$ cat config.mk
export PLATFORM = sky130hd
export DESIGN_NAME = psat_addsub
export DESIGN_NICKNAME = d
export VERILOG_FILES = /design/src/rtl/psat_pkg.sv /design/src/rtl/psat_lane.sv /design/src/rtl/psat_lane_bank.sv /design/src/rtl/psat_sticky.sv /design/src/rtl/psat_addsub.sv
export SDC_FILE = /design/constraint.sdc
export NUM_CORES = 2
export LEC_CHECK = 0
export BUFFER_PORTS_ARGS = -buffer_cell sky130_fd_sc_hd__buf_2
export CAP_MARGIN = 20
export CORE_MARGIN = 2
export CORE_UTILIZATION = 35
export DETAILED_ROUTE_END_ITERATION = 6
export PLACE_DENSITY_LB_ADDON = 0.15
export SYNTH_ARGS = -nofsm -noshare
export SYNTH_HDL_FRONTEND = slang
export SYNTH_SLANG_ARGS = --single-unit
$ cat constraint.sdc
create_clock -name clk -period 7.3 [get_ports clk]
set_clock_uncertainty 0.1 [all_clocks]
set_input_delay 0.73 -clock clk [delete_from_list [all_inputs] [get_ports clk]]
set_output_delay 0.73 -clock clk [all_outputs]
set_load 0.05 [all_outputs]
$ cat src/rtl/psat_pkg.sv
package psat_pkg;

  typedef enum logic {
    PSAT_ADD = 1'b0,
    PSAT_SUB = 1'b1
  } psat_op_e;

  // Addition overflows when both inputs agree in sign and the result does not.
  function automatic logic add_ovf(input logic sgn_a, input logic sgn_b, input logic sgn_r);
    return (sgn_a == sgn_b) && (sgn_r != sgn_a);
  endfunction

  // Subtraction overflows when the inputs differ in sign and the result
  // leaves the sign of the minuend.
  function automatic logic sub_ovf(input logic sgn_a, input logic sgn_b, input logic sgn_r);
    return (sgn_a != sgn_b) && (sgn_r != sgn_a);
  endfunction

endpackage

$ cat src/rtl/psat_lane.sv
module psat_lane #(
  parameter int unsigned W = 8
) (
  input  logic [W-1:0] a_i,
  input  logic [W-1:0] b_i,
  input  logic         sub_i,
  output logic [W-1:0] r_o,
  output logic         sat_o
);
  import psat_pkg::*;

  localparam logic [W-1:0] POS_LIM = {1'b0, {(W-1){1'b1}}};
  localparam logic [W-1:0] NEG_LIM = {1'b1, {(W-1){1'b0}}};

  logic [W-1:0] wrap;
  logic         ovf;

  always_comb begin
    wrap = sub_i ? (a_i - b_i) : (a_i + b_i);
    ovf  = sub_i ? sub_ovf(a_i[W-1], b_i[W-1], wrap[W-1])
                 : add_ovf(a_i[W-1], b_i[W-1], wrap[W-1]);
    // clamp direction follows the sign of the wrapped value
    if (ovf) r_o = wrap[W-1] ? POS_LIM : NEG_LIM;
    else     r_o = wrap;
    sat_o = ovf;
  end

endmodule

$ cat src/rtl/psat_lane_bank.sv
module psat_lane_bank #(
  parameter int unsigned VEC_W  = 128,
  parameter int unsigned LANE_W = 8
) (
  input  logic [VEC_W-1:0] a_i,
  input  logic [VEC_W-1:0] b_i,
  input  logic             sub_i,
  input  logic             wide_i,
  output logic [VEC_W-1:0] res_o,
  output logic             sat_o
);
  localparam int unsigned NUM_LANES = VEC_W / LANE_W;
  localparam int unsigned LOW_LANES = NUM_LANES / 2;

  logic [NUM_LANES-1:0] sat_l;

  // each lane is a separate instance, so nothing crosses a boundary
  for (genvar g = 0; g < NUM_LANES; g++) begin : g_lane
    localparam bit IN_LOW = (g < LOW_LANES);
    logic [LANE_W-1:0] lane_r;
    logic              lane_sat;
    logic              active;

    psat_lane #(.W(LANE_W)) u_lane (
      .a_i  (a_i[g*LANE_W +: LANE_W]),
      .b_i  (b_i[g*LANE_W +: LANE_W]),
      .sub_i(sub_i),
      .r_o  (lane_r),
      .sat_o(lane_sat)
    );

    // upper-half lanes only take part in wide mode
    assign active = IN_LOW ? 1'b1 : wide_i;
    assign res_o[g*LANE_W +: LANE_W] = active ? lane_r : '0;
    assign sat_l[g] = active & lane_sat;
  end

  assign sat_o = |sat_l;

endmodule

$ cat src/rtl/psat_sticky.sv
module psat_sticky (
  input  logic clk,
  input  logic rst_n,
  input  logic set_i,
  input  logic clr_i,
  output logic flag_q
);
  // setting has priority over clearing
  always_ff @(posedge clk) begin
    if (!rst_n)     flag_q <= 1'b0;
    else if (set_i) flag_q <= 1'b1;
    else if (clr_i) flag_q <= 1'b0;
  end
endmodule

$ cat src/rtl/psat_addsub.sv
module psat_addsub #(
  parameter int unsigned VEC_W     = 128,
  parameter int unsigned BASE_LANE = 8,
  parameter int unsigned NUM_SZ    = 4,
  localparam int unsigned SZ_W     = $clog2(NUM_SZ)
) (
  input  logic             clk,
  input  logic             rst_n,
  input  logic             in_valid,
  input  logic             op,
  input  logic [SZ_W-1:0]  lane_sz,
  input  logic             wide,
  input  logic [VEC_W-1:0] opa,
  input  logic [VEC_W-1:0] opb,
  input  logic             clr_sticky,
  output logic             out_valid,
  output logic [VEC_W-1:0] result,
  output logic             sat_op,
  output logic             sat_sticky
);
  import psat_pkg::*;

  psat_op_e         op_e;
  logic [VEC_W-1:0] res_sz [NUM_SZ];
  logic [NUM_SZ-1:0] sat_sz;
  logic [VEC_W-1:0] res_sel;
  logic             sat_evt;   // combinational: selected size saturates

  assign op_e = psat_op_e'(op);

  for (genvar s = 0; s < NUM_SZ; s++) begin : g_size
    psat_lane_bank #(
      .VEC_W (VEC_W),
      .LANE_W(BASE_LANE << s)
    ) u_bank (
      .a_i   (opa),
      .b_i   (opb),
      .sub_i (op_e == PSAT_SUB),
      .wide_i(wide),
      .res_o (res_sz[s]),
      .sat_o (sat_sz[s])
    );
  end

  assign res_sel = res_sz[lane_sz];
  assign sat_evt = sat_sz[lane_sz];

  // output register
  always_ff @(posedge clk) begin
    if (!rst_n) begin
      out_valid <= 1'b0;
      result    <= '0;
      sat_op    <= 1'b0;
    end else begin
      out_valid <= in_valid;
      if (in_valid) begin
        result <= res_sel;
        sat_op <= sat_evt;
      end
    end
  end

  psat_sticky u_sticky (
    .clk   (clk),
    .rst_n (rst_n),
    .set_i (in_valid & sat_evt),
    .clr_i (clr_sticky),
    .flag_q(sat_sticky)
  );

endmodule

==> results.md <==
- Initial antenna violation count: 10
- Switching Share: 0.535
- Int Pwr: 2880 µW
- Slew of the pin with the lowest slew margin: between 1 and 1.5 ns
- First-pass GRT wire length: 214000 µm
- Core Area: 87000 µm²
- Total CTS buffers: 17
- Seq pwr share: 0.139
- Netlist cell types: 88
- Pwr Density: between 150 and 200 nW/µm²
- DRT Wirelength: ~150000 µm
- Die X: about 300 µm
- VDD IR max: 0.192 mV
- Area growth syn-to-layout: 12.6%
- DR pass1 iterations: 5
- DRC Markers: 0
- Rel. slew slack: 0.230
- Leak Pwr: about 0.015 µW
- NumNets Final: 5356
- Clock-pin slew on the worst setup and hold paths: approximately 0.070 ns
- Switching power: between 3000 and 4000 µW
- Status: finished, final reports clean
- IO Pins: 395
- Cts hold-fix bufs: 0
- Crit path max fanout: 23
- Async S/R FF share, synth: 0
- Fill cells: around 9500
- Area leader, netlist: ha_1
- Post_cts resized: 0
- CP arrival: a little under 7 ns
- Crit start category: primary input
- # clock sinks: 131
- Sequential area share after synthesis: 0.0852
- Largest net degree at the start of global routing: 62
- Wire length per cell: 24.7 µm
- Post-Layout Cell Count: 5927
- Crit Path Category: primary input to flop
- Vias in the first global route: roughly 34000
- Inst Count DP: 5892
- Final hold slack: ~0.35 ns
- Syn_nets: 5101
- Tot Pwr: 6200 µW
- Synth Instances: 4501
- Slew Viols, Final: 0
- Antenna viol nets, final: 0
- Cell area after technology mapping: 30800 µm²
- # setup viols final: 0
- DIE AREA: 90400 µm²
- Clk pwr share: 0.160
- Post-CTS Setup Inserts: 0
- PortBufs: 394
- Crit share post-route: 0.909
- RSZ-0062 raised after global routing: false
- Post-DP HPWL: 119000 µm
- Nature of the critical path endpoint: flop
- Clk root buf: clkbuf_16
- DR vias/cell: 6.05
- Worst skew pair latency: 0.50 ns
- Routability cong.: 1.01
- Number of enable flip-flop cells after synthesis: 0
- Fmax achieved: 0.151 GHz
- 1st-iter DRT viols: ~3300
- Starting Density: 0.354
- Die H: approximately 300 µm
- Top_reg_cell synth: dfxtp_1
- Row cnt: 108
- CTS tree: done
- Area share of the largest cell type after synthesis: 0.130
- Final hold vios: 0
- Clock buffer depth: 2
- Setup TNS: 0 ns
- Vias: 35800
- GRT Resource Usage Total: 0.312
- Crit path time final: 6.63 ns
- Share of layout cells above drive strength 1: 0.125
- Yosys reg bits: 131
- Final worst setup slack: around 0.67 ns
- Mean post-synth cell area: 6.84 µm²
- Max cap viols: 0
- Comb power frac: 0.700
- Gr ovfl total: 0
- H-Tree Depth: 4
- Required time worst endpoint: 7.60 ns
- Hold WC Path Type: flop to flop
- Yosys warnings: 0
- Post-Place Worst Slack: 0.155 ns
- Ranking of synthesized cells by area: ha_1, xnor2_1, a21oi_1
-- stage by stage --
step	utilization	instance area, µm²
6_report	0.398	34700
5_1_grt	0.398	34700
4_1_cts	0.398	34700
3_5_place_dp	0.391	34100
3_3_place_gp	0.391	34100
2_1_floorplan	-	30800
-- Yosys cell counts, types with 14 or more instances --
cell      number
nand2b_1      55
mux2i_1       31
dfxtp_1      131
nand2_1      361
nand3_1       83
and2_1        38
o31ai_1       27
nor2_1       412
o211ai_1      28
and3_1        62
a32o_1        30
a21o_1       137
a31oi_1       73
or3_1         39
o21a_1        45
a211oi_1      46
buf_1         27
a31o_2        14
a211o_1       23
a221oi_1      43
inv_1        169
o21ai_0      327
nor3_1       105
nor2b_1       53
ha_1         320
clkbuf_1     224
fa_1          16
nand4_1       69
nor4_1        39
xnor2_1      395
o21bai_1      49
o221ai_1      20
or2_2         24
xor2_1       181
a21boi_0      15
a22o_1        17
a21oi_1      564
-- critical path: stages --
cell and delay, ns:
buf_2 0.12, or4_4 0.57, nor3_1 0.29, and2_1 0.24
nand2b_1 0.19, nor4_1 0.42, and2_1 0.32, and3_1 0.23
a31oi_1 0.13, or3_1 0.38, xnor2_1 0.21, ha_1 0.34
and3_1 0.24, and2_1 0.19, a221oi_1 0.38, o21ba_1 0.21
a211oi_2 0.34, a21oi_2 0.10, a31o_2 0.43, or4b_1 0.59
a32o_1 0.25
-- layout make-up --
class	count	area, µm²	share of cell area
inverter	171	642	0.0185
clock buffer	17	425	0.0123
tap	1155	1450	0.0417
antenna	3	7.51	0.000216
multi-input combinational	3939	26600	0.766
timing repair buffer	496	2800	0.0808
clock inverter	15	181	0.00523
sequential	131	2620	0.0756
-- state kept, by name, indices dropped and copies added (netlist names) --
register / flops
result: 128
u_sticky.flag_q: 1
sat_op: 1
out_valid: 1
-- power by group through the flow --
stage	Sequential [µW]	Combinational, µW	Clock [µW]
3_3_place_gp	882	4260	0
5_1_grt	868	4690	1030
3_5_place_dp	879	4250	0
4_1_cts	863	4270	1010
6_report	865	4350	995
2_1_floorplan	1100	2720	0
-- kinds of logic after synthesis --
group / count (synthesis) / share of synthesized area
mux: 39 / 0.0130
buf+inv: 431 / 0.0533
xor+xnor: 577 / 0.165
flops: 131 / 0.0852
fa+ha+maj: 344 / 0.143
compound gates: 1580 / 0.322
simple gates: 1399 / 0.219
-- final timing paths --
check	from	endpoint	slack (ns)	depth (start not counted)
worst max-delay path	opb[70]	result[118]	0.67	21
worst min-delay path	result[70]	result[70]	0.35	2
worst max register to register	result[112]	result[112]	5.98	3
worst min register to register	result[70]	result[70]	0.35	2
-- cells in the final DEF (no fill, tap or decap), types with 43 or more instances in the layout --
master / count
nor2b_1: 53
nand4_1: 69
a221oi_1: 43
nand2b_1: 55
o21a_1: 45
inv_1: 168
a211oi_1: 46
nand3_1: 83
nand2_1: 361
a21o_1: 137
nor3_1: 103
a21oi_1: 564
dfxtp_1: 131
and3_1: 61
o21ai_0: 327
buf_2: 391
nor2_1: 411
a31oi_1: 72
ha_1: 320
xor2_1: 181
o21bai_1: 49
xnor2_1: 395
buf_4: 100
-- routing by layer --
layer  vias up  wire length [µm]  share of wire  global-route usage
met5         -                92        0.00063                   0
li1      16900                 -              -                   -
met1     16900             61300           0.42               0.401
met2      1646             68200           0.47               0.526
met4        14              6270          0.043               0.124
met3       308             10800          0.073              0.0415
No activity file was read; power rests on OpenSTA's default activity.
